File: src/rtl/pio_pkg.sv
package pio_pkg;
  localparam int SEL_W = 3;
  typedef enum logic [SEL_W-1:0] {
    SEL_PIN   = 3'd0,
    SEL_LATCH = 3'd1,
    SEL_DIR   = 3'd2,
    SEL_CTRL  = 3'd3
  } pio_sel_e;
  localparam int BIT_READY = 0;
  localparam int BIT_IE    = 1;
endpackage

File: src/rtl/pio_bus.sv
module pio_bus #(
  parameter int W = 8
) (
  input  logic         clk,
  input  logic         rst_n,
  input  logic         dec_hit,
  input  logic         bus_req,
  input  logic         bus_rd,
  input  logic [W-1:0] rd_val,
  output logic         wr_en,
  output logic         rd_en,
  output logic         bus_ack,
  output logic [W-1:0] bus_rdata
);
  logic accept;

  assign accept = dec_hit & bus_req & ~bus_ack;
  assign wr_en  = accept & ~bus_rd;
  assign rd_en  = accept & bus_rd;

  always_ff @(posedge clk or negedge rst_n) begin
    if (!rst_n) begin
      bus_ack   <= 1'b0;
      bus_rdata <= '0;
    end else begin
      bus_ack   <= accept;
      bus_rdata <= rd_en ? rd_val : '0;
    end
  end

  p_ack_pulse_r1: assert property (@(posedge clk) disable iff (!rst_n)
    bus_ack |=> !bus_ack);
  p_ack_cause_r1: assert property (@(posedge clk) disable iff (!rst_n)
    bus_ack |-> $past(dec_hit && bus_req));
  p_rdata_idle_r1: assert property (@(posedge clk) disable iff (!rst_n)
    !bus_ack |-> (bus_rdata == '0));
endmodule

File: src/rtl/pio_capture.sv
module pio_capture #(
  parameter int W    = 8,
  parameter int SYNC = 2
) (
  input  logic         clk,
  input  logic         rst_n,
  input  logic [W-1:0] pad_in,
  input  logic         dev_strobe,
  input  logic         rd_clr,
  output logic [W-1:0] cap_data,
  output logic         in_ready
);
  logic [SYNC-1:0] stb_sh;
  logic [W-1:0]    pad_sh [SYNC];
  logic            stb_prev;
  logic            stb_edge;

  always_ff @(posedge clk or negedge rst_n) begin
    if (!rst_n) begin
      stb_sh   <= '0;
      stb_prev <= 1'b0;
    end else begin
      stb_sh   <= {stb_sh[SYNC-2:0], dev_strobe};
      stb_prev <= stb_sh[SYNC-1];
    end
  end

  generate
    for (genvar s = 0; s < SYNC; s++) begin : g_pad_sync
      always_ff @(posedge clk or negedge rst_n) begin
        if (!rst_n) pad_sh[s] <= '0;
        else if (s == 0) pad_sh[s] <= pad_in;
        else pad_sh[s] <= pad_sh[(s == 0) ? 0 : s-1];
      end
    end
  endgenerate

  assign stb_edge = stb_sh[SYNC-1] & ~stb_prev;

  always_ff @(posedge clk or negedge rst_n) begin
    if (!rst_n) begin
      cap_data <= '0;
      in_ready <= 1'b0;
    end else begin
      if (stb_edge) cap_data <= pad_sh[SYNC-1];
      if (stb_edge) in_ready <= 1'b1;
      else if (rd_clr) in_ready <= 1'b0;
    end
  end

  p_ready_set_r7: assert property (@(posedge clk) disable iff (!rst_n)
    stb_edge |=> in_ready);
  p_ready_clear_r8: assert property (@(posedge clk) disable iff (!rst_n)
    (rd_clr && !stb_edge) |=> !in_ready);
  p_cap_hold_r7: assert property (@(posedge clk) disable iff (!rst_n)
    !stb_edge |=> $stable(cap_data));
endmodule

File: src/rtl/pio_regs.sv
module pio_regs
  import pio_pkg::*;
#(
  parameter int W = 8
) (
  input  logic             clk,
  input  logic             rst_n,
  input  logic             wr_en,
  input  logic             rd_en,
  input  logic [SEL_W-1:0] reg_sel,
  input  logic [W-1:0]     wdata,
  input  logic [W-1:0]     cap_data,
  input  logic             in_ready,
  output logic [W-1:0]     latch,
  output logic [W-1:0]     dir,
  output logic             ie,
  output logic             wr_pulse,
  output logic             rd_clr,
  output logic [W-1:0]     rd_val
);
  logic [W-1:0] pin_view;
  logic [W-1:0] status;

  generate
    for (genvar b = 0; b < W; b++) begin : g_pin_mix
      assign pin_view[b] = dir[b] ? latch[b] : cap_data[b];
    end
  endgenerate

  always_comb begin
    status            = '0;
    status[BIT_READY] = in_ready;
    status[BIT_IE]    = ie;
  end

  always_comb begin
    case (reg_sel)
      SEL_PIN:   rd_val = pin_view;
      SEL_LATCH: rd_val = latch;
      SEL_DIR:   rd_val = dir;
      SEL_CTRL:  rd_val = status;
      default:   rd_val = '0;
    endcase
  end

  assign rd_clr = rd_en && (reg_sel == SEL_PIN);

  always_ff @(posedge clk or negedge rst_n) begin
    if (!rst_n) begin
      latch    <= '0;
      dir      <= '0;
      ie       <= 1'b0;
      wr_pulse <= 1'b0;
    end else begin
      wr_pulse <= wr_en && (reg_sel == SEL_LATCH);
      if (wr_en) begin
        case (reg_sel)
          SEL_LATCH: latch <= wdata;
          SEL_DIR:   dir   <= wdata;
          SEL_CTRL:  ie    <= wdata[BIT_IE];
          default:   ;
        endcase
      end
    end
  end

  p_pulse_single_r6: assert property (@(posedge clk) disable iff (!rst_n)
    wr_pulse |=> !wr_pulse);
  p_dir_hold_r3: assert property (@(posedge clk) disable iff (!rst_n)
    !(wr_en && reg_sel == SEL_DIR) |=> $stable(dir));
  p_latch_hold_r4: assert property (@(posedge clk) disable iff (!rst_n)
    !(wr_en && reg_sel == SEL_LATCH) |=> $stable(latch));
endmodule

File: src/rtl/pio_port.sv
module pio_port
  import pio_pkg::*;
#(
  parameter int W    = 8,
  parameter int SYNC = 2
) (
  input  logic             clk,
  input  logic             rst_n,
  input  logic             dec_hit,
  input  logic             bus_req,
  input  logic             bus_rd,
  input  logic [SEL_W-1:0] reg_sel,
  input  logic [W-1:0]     bus_wdata,
  output logic             bus_ack,
  output logic [W-1:0]     bus_rdata,
  output logic             irq,
  input  logic [W-1:0]     pad_in,
  output logic [W-1:0]     pad_out,
  output logic [W-1:0]     pad_oe,
  input  logic             dev_strobe,
  output logic             dev_wr_pulse
);
  logic         wr_en, rd_en, rd_clr, in_ready, ie;
  logic [W-1:0] rd_val, cap_data;

  pio_bus #(.W(W)) u_bus (
    .clk(clk), .rst_n(rst_n), .dec_hit(dec_hit), .bus_req(bus_req),
    .bus_rd(bus_rd), .rd_val(rd_val), .wr_en(wr_en), .rd_en(rd_en),
    .bus_ack(bus_ack), .bus_rdata(bus_rdata)
  );

  pio_capture #(.W(W), .SYNC(SYNC)) u_cap (
    .clk(clk), .rst_n(rst_n), .pad_in(pad_in), .dev_strobe(dev_strobe),
    .rd_clr(rd_clr), .cap_data(cap_data), .in_ready(in_ready)
  );

  pio_regs #(.W(W)) u_regs (
    .clk(clk), .rst_n(rst_n), .wr_en(wr_en), .rd_en(rd_en),
    .reg_sel(reg_sel), .wdata(bus_wdata), .cap_data(cap_data),
    .in_ready(in_ready), .latch(pad_out), .dir(pad_oe), .ie(ie),
    .wr_pulse(dev_wr_pulse), .rd_clr(rd_clr), .rd_val(rd_val)
  );

  assign irq = in_ready & ie;

  p_pulse_after_write_r6: assert property (@(posedge clk) disable iff (!rst_n)
    dev_wr_pulse |-> (bus_ack && $past(!bus_rd && reg_sel == SEL_LATCH)));
  p_no_irq_without_enable_r10: assert property (@(posedge clk) disable iff (!rst_n)
    $rose(irq) |-> (ie && in_ready));
endmodule

File: config.mk
export PLATFORM = sky130hd
export DESIGN_NAME = pio_port
export DESIGN_NICKNAME = d
export VERILOG_FILES = /design/src/rtl/pio_pkg.sv /design/src/rtl/pio_bus.sv /design/src/rtl/pio_capture.sv /design/src/rtl/pio_regs.sv /design/src/rtl/pio_port.sv
export SDC_FILE = /design/constraint.sdc
export NUM_CORES = 1
export LEC_CHECK = 0
export ABC_AREA = 1
export BUFFER_PORTS_ARGS = -buffer_cell sky130_fd_sc_hd__buf_2
export CORE_MARGIN = 4
export CORE_UTILIZATION = 36
export DETAILED_ROUTE_END_ITERATION = 8
export HOLD_SLACK_MARGIN = 0.05
export PLACE_DENSITY_LB_ADDON = 0.08
export SLEW_MARGIN = 40
export SYNTH_ARGS = -nofsm -noshare
export SYNTH_HDL_FRONTEND = slang
export SYNTH_SLANG_ARGS = --single-unit
File: constraint.sdc
create_clock -name clk -period 1.8 [get_ports clk]
set_clock_uncertainty 0.2 [all_clocks]
set_input_delay 0.36 -clock clk [delete_from_list [all_inputs] [get_ports clk]]
set_output_delay 0.36 -clock clk [all_outputs]
set_load 0.005 [all_outputs]
==> impl_metrics.tcl, run 1 <==
set metrics [dict create \
    synth.most_common_cell "dfrtp_1" \
    path_cells "buf_2" \
    post-place-ws_ps 273.8 \
    place_hpwl_um 3229 \
    fin_cells 352 \
    drive_gt1_share_pct 35.02 \
    vias_per_cell 4.551 \
    synthArstFlopShare_pct 100.0 \
    intPower_mw 1.820 \
    status "finished, final reports clean" \
    drcViolationCount 0 \
    grt_antenna_before_repair 0 \
    cts.clk_slew.worst_paths_ps 100 \
    clk_path_buf_depth 2 \
    wl_per_cell_um 12.70 \
    netlist-cell-type-count 23 \
    maxCapViolations 0 \
    setup_slack_ps 289.1 \
    rows 28 \
    synthesis.nets 236 \
    synth_seq_cells 55 \
    tns_ps 0 \
    yosys.area.top_type_share_pct 60.64 \
    first_global_vias 1653 \
    setup.worst_path.start "u_regs.dir[0]" \
    finalSetupViolCount 0 \
    p_leak_nw 1.442 \
    synth.cell_area_mm2 0.002270 \
    critPathBufInv 1 \
    cts.sinks 55 \
    cp_max_fo 5 \
    p_sw_mw 0.7167 \
    grt_max_degree 56 \
    insertion_delay_ps 300 \
    core_mm2 0.006026 \
    die_w_um 87.40 \
    portBuffers 51 \
    slowest_stage "dfrtp_1" \
    synth-edff-count 0 \
    startpoint_type "flip-flop" \
    hold_start "bus_wdata[0]" \
    die-area_mm2 0.007639 \
    tritoncts "yes" \
    grt.overflow.total 0 \
    syn_area_per_cell_um2 10.76 \
    synth.largest_area_cell "dfrtp_1" \
    slowest_delay_ps 480 \
    rsz0062_at_grt "no" \
    power_frac_comb_pct 15.4 \
    synth_warnings 0 \
    start_util_pct 37.67 \
    syn_to_final_growth_pct 22.16 \
    p_seq_share_pct 57.6 \
    critical_path.reg2reg.startpoint "u_bus.bus_ack" \
    numCtsBuffers 5 \
    final_max_slew_viol_count 0 \
    cts_resized 0 \
    critPathKind "flip-flop to output pin" \
    path_delay_family "flip-flops" \
    synth-main-ff-cell "dfrtp_1" \
    clock_power_share_pct 27.0 \
    arrival_ps 950 \
    worstMarginPinSlew_ps 393.7 \
    synthCells 211 \
    max-vdd-ir-drop_v 0.0004586 \
    critPathRequiredTime_ps 1240 \
    max_slew_margin_pct 73.69 \
    diodes 0 \
    min_period_ps 1511 \
    htree_levels 2 \
    power_mw 2.537 \
    grt_pass1_wl_um 7748 \
    swShare_pct 28.25 \
    synth_seq_area_share_pct 60.64 \
    grt_usage_pct 13.21 \
    gp_congestion 0.7591 \
    max_freq_ghz 0.6619 \
    place_inst 334 \
    dr_total_vias 1602 \
    postRouteAntennaNets 0 \
    synthTopCellsByCount "55 x dfrtp_1, 44 x nand2_1, 24 x inv_1" \
    synth_area_leaders "dfrtp_1 61%, nand2_1 7.3%, o21ai_2 6.2%, inv_1 4.0%, mux2_2 3.5%" \
    drtIter0Drc 46 \
    end_kind "output pin" \
    holdCritPathClass "primary input to flip-flop" \
    die_height_um 87.40 \
    root_buffer "clkbuf_8" \
    pin_count 52 \
    p_per_area_mw_per_mm2 915.0 \
    period_share_pct 83.94 \
    nets 301 \
    wl_um 4470 \
    first_pass_iters 4 \
    finalHoldViolCount 0 \
]
-- worst min-delay path: stages --
cell	delay (ps)
buf_2	90
inv_1	90
o21ai_2	60
-- worst paths after layout --
path	cells after the start	endpoint	slack, ps
setup / recovery	1	pad_oe[0]	290
hold / removal	3	u_regs.latch[0]	130
setup reg to reg	7	u_bus.bus_rdata[6]	380
hold reg to reg	0	u_cap.pad_sh[0]	160
max in group asynchronous	3	u_bus.bus_rdata[7]	780
min in group asynchronous	3	u_regs.latch[1]	360
-- cell usage in the layout (no fill, tap or decap), types with 2 or more instances in the layout --
cell            n
a21oi_1         6
buf_2          51
clkbuf_8        5
clkinv_4        2
dfrtp_1        55
dlygate4sd3_1  10
inv_1          24
mux2_2          7
nand2_1        44
nand2_2         4
nand2_4         3
nand3_1         9
nand4_1         5
nor2_1         17
nor2_4          2
o21ai_0         8
o21ai_2        16
-- power groups by stage --
stage / logic, mW / registers, mW / clock network, mW
final: 0.390 / 1.46 / 0.686
after global placement: 0.375 / 1.49 / 0
after detailed placement: 0.382 / 1.49 / 0
after floorplan: 0.217 / 1.46 / 0
after CTS: 0.399 / 1.46 / 0.704
after global routing: 0.448 / 1.48 / 0.770
-- registers in the layout, indices dropped and copies added, names as in the netlist, 2 cells and up --
register	count
u_cap.pad_sh	16
u_bus.bus_rdata	8
u_cap.cap_data	8
u_regs.dir	8
u_regs.latch	8
u_cap.stb_sh	2
-- what timing repair did --
| action | 4_1_cts | 5_1_grt |
|---|---|---|
| hold buffers | 10 | 0 |
| setup buffers | 0 | 0 |
| setup endpoints to repair | 0 | 0 |
| endpoints found under the hold margin | 64 | 0 |
-- cell families (layout without fill, tap and decap cells) --
family / Yosys count / after routing / synth area share [%]
multiplexers: 7 / 7 / 3.473
flip-flops: 55 / 55 / 60.64
AO/OA/AOI/OAI: 30 / 30 / 9.261
buffers and inverters: 31 / 97 / 7.277
AND/OR/NAND/NOR: 88 / 88 / 19.35
-- per-layer routing --
layer | wire [um] | vias up | share of wire [%] | GRT usage, %
met1 | 2019 | 753 | 45 | 17.50
li1 | - | 798 | - | -
met5 | 0 | - | 0 | 0
met2 | 2091 | 42 | 47 | 20.62
met4 | 87 | 0 | 1.9 | 4.742
met3 | 273 | 9 | 6.1 | 3.784
-- per-stage QoR --
step	hold slack (ps)	utilization (%)	cell area, um2
3_3_place_gp	132.1	42.86	2582
2_1_floorplan	-135.6	-	2270
3_5_place_dp	135.6	42.86	2582
4_1_cts	124.7	46.01	2773
6_report	127.9	46.01	2773
5_1_grt	125.4	46.01	2773
-- area by class of cell --
cell class / count / area (um2)
multi-input combinational: 125 / 728.2
clock inverter: 2 / 17.52
tap: 75 / 93.84
inverter: 27 / 108.9
fill: 619 / 3253
clock buffer: 6 / 72.57
timing repair buffer: 62 / 375.4
sequential: 55 / 1376
No activity file was read; power rests on OpenSTA's default activity.
==> run 2: changes to the inputs <==
- clock period: 1.8 -> 1.2 ns (I/O delays scaled with it)
==> impl_metrics.tcl, run 2 (synthesis results as in run 1) <==
set metrics [dict create \
    fin_cells 395 \
    first_global_vias 1773 \
    die_w_um 87.40 \
    maxCapViolations 0 \
    cp_max_fo 8 \
    postRouteAntennaNets 0 \
    insertion_delay_ps 310 \
    rows 28 \
    tritoncts "yes" \
    core_mm2 0.006026 \
    cts_hold_repair.buffers 18 \
    drive_gt1_share_pct 50.94 \
    end_kind "flip-flop" \
    rsz0062_at_grt "yes" \
    stdcell_area_mm2 0.003341 \
    pin_count 52 \
    p_leak_nw 1.669 \
    postLayoutCoreUtil_pct 55.44 \
    setup_slack_ps -185.0 \
    gp_congestion 0.7798 \
    die-area_mm2 0.007639 \
    place_area_mm2 0.002670 \
    finalHoldViolCount 0 \
    start_util_pct 37.67 \
    max_freq_ghz 0.7220 \
    place_inst 344 \
    dr_total_vias 1812 \
    period_share_pct 115.4 \
    root_buffer "clkbuf_8" \
    regMostFlops "u_cap.pad_sh" \
    status "complete, but fails checks" \
    grt_usage_pct 15.16 \
    wl_um 5330 \
    fin_hold_ws_ps 44.63 \
    worstMarginPinSlew_ps 400.4 \
    p_per_area_mw_per_mm2 1255 \
    nets 344 \
    numCtsBuffers 5 \
    drtIter0Drc 65 \
    drcViolationCount 0 \
    max_slew_margin_pct 73.25 \
    place_hpwl_um 3365 \
    die_height_um 87.40 \
    largest_register_ffs 16 \
    grt_pass1_wl_um 8797 \
    critPathRequiredTime_ps 1200 \
    final_max_slew_viol_count 0 \
    vias_per_cell 4.587 \
    portBuffers 51 \
    max-vdd-ir-drop_v 0.0007112 \
    critPathKind "flip-flop to flip-flop" \
    grt.overflow.total 0 \
    wl_per_cell_um 13.49 \
    nFillCells 556 \
    clk_path_buf_depth 2 \
    arrival_ps 1390 \
    cts.sinks 55 \
    htree_levels 2 \
    startpoint_type "flip-flop" \
    finalSetupViolCount 51 \
    final_cell_mix "53 x dfrtp_1, 49 x buf_2, 32 x nand2_1, 25 x buf_4" \
    power_mw 4.194 \
    final_common_cell "dfrtp_1" \
    min_period_ps 1385 \
    grt_max_degree 56 \
    cts.clk_slew.worst_paths_ps 90 \
    grt_antenna_before_repair 0 \
    first_pass_iters 4 \
    violations "setup timing" \
    holdCritPathClass "primary input to flip-flop" \
    syn_to_final_growth_pct 47.19 \
    diodes 0 \
]
[run 2: final cells by class]
| type | instances | area (um2) | area share [%] |
|---|---|---|---|
| clock buffers | 6 | 72.57 | 2.172 |
| inverters | 27 | 108.9 | 3.258 |
| repair buffers | 102 | 743.2 | 22.25 |
| well taps | 75 | 93.84 | 2.809 |
| flip-flops and latches | 55 | 1379 | 41.27 |
| clock inverters | 2 | 17.52 | 0.5243 |
| multi-input cells | 128 | 925.9 | 27.72 |
[run 2: routing by layer]
metal	vias up	routed length (um)	track usage (%)	part of all wire (%)
met3	6	264	3.217	5.0
met4	0	55	3.766	1.0
met5	-	0	0	0
met2	47	2649	24.93	50
met1	864	2360	20.41	44
li1	895	-	-	-
[run 2: timing repair]
action	4_1_cts	5_1_grt
setup buffers	21	1
cloned	3	0
gates resized for setup	37	18
hold endpoints to repair	81	1
pin swaps	7	4
setup endpoints to repair	58	61
[run 2: power breakdown]
group / internal [mW] / total, mW / switching [mW] / leakage (nW)
clock: 0.421 / 1.03 / 0.612 / 0.0454
combinational: 0.540 / 1.03 / 0.487 / 0.941
sequential: 2.03 / 2.13 / 0.103 / 0.682
[run 2: worst paths after layout]
path / slack [ps] / cells past startpoint / startpoint / endpoint
max: -180 / 7 / u_bus.bus_ack / u_regs.dir[0]
min: 40 / 3 / bus_req / u_bus.bus_ack
max reg2reg: -180 / 7 / u_bus.bus_ack / u_regs.dir[0]
min reg2reg: 150 / 0 / u_cap.pad_sh[13] / u_cap.pad_sh[5]
max in group asynchronous: 300 / 3 / rst_n / u_bus.bus_rdata[7]
min in group asynchronous: 230 / 3 / rst_n / u_regs.dir[1]
[run 2: critical path: stages, from the launching register on]
cell and delay, ps:
dfrtp_1 390, inv_2 70, nand3_4 90, nor2_8 140, buf_12 160, nand2_8 100
nand2_2 80, o21ai_2 50
[run 2: through the flow]
stage / setup TNS (ps) / setup WS [ps]
global placement: -2644 / -117.2
CTS: -4175 / -174.7
detailed placement: -2808 / -126.1
global route: -7666 / -241.4
finish: -4740 / -185.0
floorplan: -1005 / -97.04
==> run 3: changes to the inputs <==
- ABC_AREA: 1 -> unset
==> impl_metrics.tcl, run 3 <==
set metrics [dict create \
    status "complete, but fails checks" \
    violations "setup timing" \
    startpoint_type "flip-flop" \
    postRouteAntennaNets 0 \
    synth.largest_area_cell "dfrtp_1" \
    cts.clk_slew.worst_paths_ps 90 \
    critPathKind "flip-flop to flip-flop" \
    core_mm2 0.005608 \
    grt_pass1_wl_um 8059 \
    p_leak_nw 1.605 \
    max-vdd-ir-drop_v 0.0006766 \
    synth.cell_area_mm2 0.002128 \
    fin_hold_ws_ps 154.5 \
    vias_per_cell 4.680 \
    insertion_delay_ps 300 \
    syn_area_per_cell_um2 13.82 \
    grt_max_degree 56 \
    min_period_ps 1559 \
    final_common_cell "dfrtp_1" \
    tritoncts "yes" \
    final_cell_mix "55 x dfrtp_1, 49 x buf_2, 34 x buf_4, 18 x dlygate4sd3_1, 15 x mux2_2" \
    synth_warnings 0 \
    wl_um 4939 \
    first_pass_iters 2 \
    nFillCells 507 \
    final_max_slew_viol_count 0 \
    htree_levels 2 \
    grt_usage_pct 14.32 \
    end_kind "flip-flop" \
    drcViolationCount 0 \
    cts.sinks 55 \
    dr_total_vias 1577 \
    holdCritPathClass "flip-flop to flip-flop" \
    worstMarginPinSlew_ps 405.9 \
    syn_to_final_growth_pct 47.09 \
    start_util_pct 37.95 \
    grt.overflow.total 0 \
    nets 289 \
    yosys.area.top_type_share_pct 64.67 \
    finalHoldViolCount 0 \
    numCtsBuffers 5 \
    regMostFlops "u_cap.pad_sh" \
    max_slew_margin_pct 72.94 \
    synthTopCellsByCount "55 x dfrtp_1, 18 x mux2_2, 13 x nand2_1" \
    grt_antenna_before_repair 0 \
    largest_register_ffs 16 \
    synthCells 154 \
    synth-main-ff-cell "dfrtp_1" \
    maxCapViolations 0 \
    clk_path_buf_depth 2 \
    wl_per_cell_um 14.66 \
    rsz0062_at_grt "yes" \
    portBuffers 51 \
    setup_slack_ps -359.4 \
    synthesis.nets 179 \
    die_height_um 84.89 \
    synth_seq_cells 55 \
    max_freq_ghz 0.6413 \
    p_per_area_mw_per_mm2 1283 \
    period_share_pct 130.0 \
    diodes 0 \
    rrSetupSlack_ps -360 \
    synth.most_common_cell "dfrtp_1" \
    pin_count 52 \
    critPathRequiredTime_ps 1190 \
    cp_max_fo 4 \
    die-area_mm2 0.007206 \
    arrival_ps 1550 \
    place_hpwl_um 3120 \
    rows 27 \
    gp_congestion 0.7714 \
    netlist-cell-type-count 28 \
    root_buffer "clkbuf_8" \
    drive_gt1_share_pct 52.08 \
    die_w_um 84.89 \
    synthArstFlopShare_pct 100.0 \
    synth-edff-count 0 \
    first_global_vias 1595 \
    post-place-ws_ps -382.9 \
    synth_seq_area_share_pct 64.67 \
    finalSetupViolCount 59 \
    synth_area_leaders "dfrtp_1 65%, mux2_2 9.5%, o21ai_0 2.6%, nand2_1 2.3%, o21a_1 2.1%" \
    drtIter0Drc 83 \
]
run 3: where the power goes:
group          leakage (nW)  switching (mW)  total, mW  internal [mW]
combinational         0.878           0.365      0.911          0.546
clock                0.0412           0.572      0.981          0.409
sequential            0.686          0.0923       2.12           2.03
total                  1.61            1.03       4.01           2.99
run 3: cells by family after synthesis:
| family | count (synthesis) | synth area share [%] |
|---|---|---|
| multiplexers | 24 | 12.82 |
| AO/OA/AOI/OAI | 26 | 7.995 |
| buffers and inverters | 14 | 3.469 |
| flip-flops | 55 | 64.67 |
| AND/OR/NAND/NOR | 35 | 11.05 |
run 3: final cells by class:
cell class / count / area, um2 / share of cell area [%]
Clock inverter: 2 / 12.51 / 0.3997
Sequential cell: 55 / 1376 / 43.96
Clock buffer: 6 / 72.57 / 2.318
Timing Repair Buffer: 110 / 799.5 / 25.54
Tap cell: 72 / 90.09 / 2.878
Multi-Input combinational cell: 86 / 757.0 / 24.18
Inverter: 6 / 22.52 / 0.7194
run 3: path summary, 6_finish.rpt:
| kind | from | to | depth (start not counted) |
|---|---|---|---|
| max | u_bus.bus_ack | u_regs.latch[2] | 3 |
| min | u_cap.pad_sh[15] | u_cap.pad_sh[7] | 0 |
| max reg2reg | u_bus.bus_ack | u_regs.latch[2] | 3 |
| min reg2reg | u_cap.pad_sh[15] | u_cap.pad_sh[7] | 0 |
| max in group asynchronous | rst_n | u_bus.bus_rdata[5] | 3 |
| min in group asynchronous | rst_n | u_regs.wr_pulse | 3 |
run 3: worst max-delay path: stages, from the launching register on:
cell	delay, ps
dfrtp_1	400
and3b_2	310
nand4b_2	220
mux2_2	320
run 3: per-stage QoR:
| step | TNS (ps) | area (um2) | util [%] | power, mW | instances |
|---|---|---|---|---|---|
| after floorplan | -4740 | 2137 | - | 2.448 | 154 |
| after global placement | -7745 | 2582 | 46.05 | 2.771 | 286 |
| after detailed placement | -8669 | 2582 | 46.05 | 2.787 | 286 |
| after CTS | -9887 | 3050 | 54.40 | 4.024 | 332 |
| after global routing | -13060 | 3131 | 55.82 | 4.236 | 337 |
| final | -9993 | 3131 | 55.82 | 4.015 | 337 |
run 3: metal layers:
metal / part of all wire, % / GRT usage, %
met1: 43 / 18.50
met2: 50 / 24.20
met3: 5.2 / 3.301
met4: 0.95 / 4.029
met5: 0 / 0
run 3: what timing repair did:
item / in CTS / in global routing
pin swaps: 5 / 7
hold buffers: 18 / 0
cloned: 1 / 1
hold endpoints to repair: 81 / 0
resized for setup: 13 / 18
setup endpoints to repair: 57 / 62
setup buffers: 19 / 4
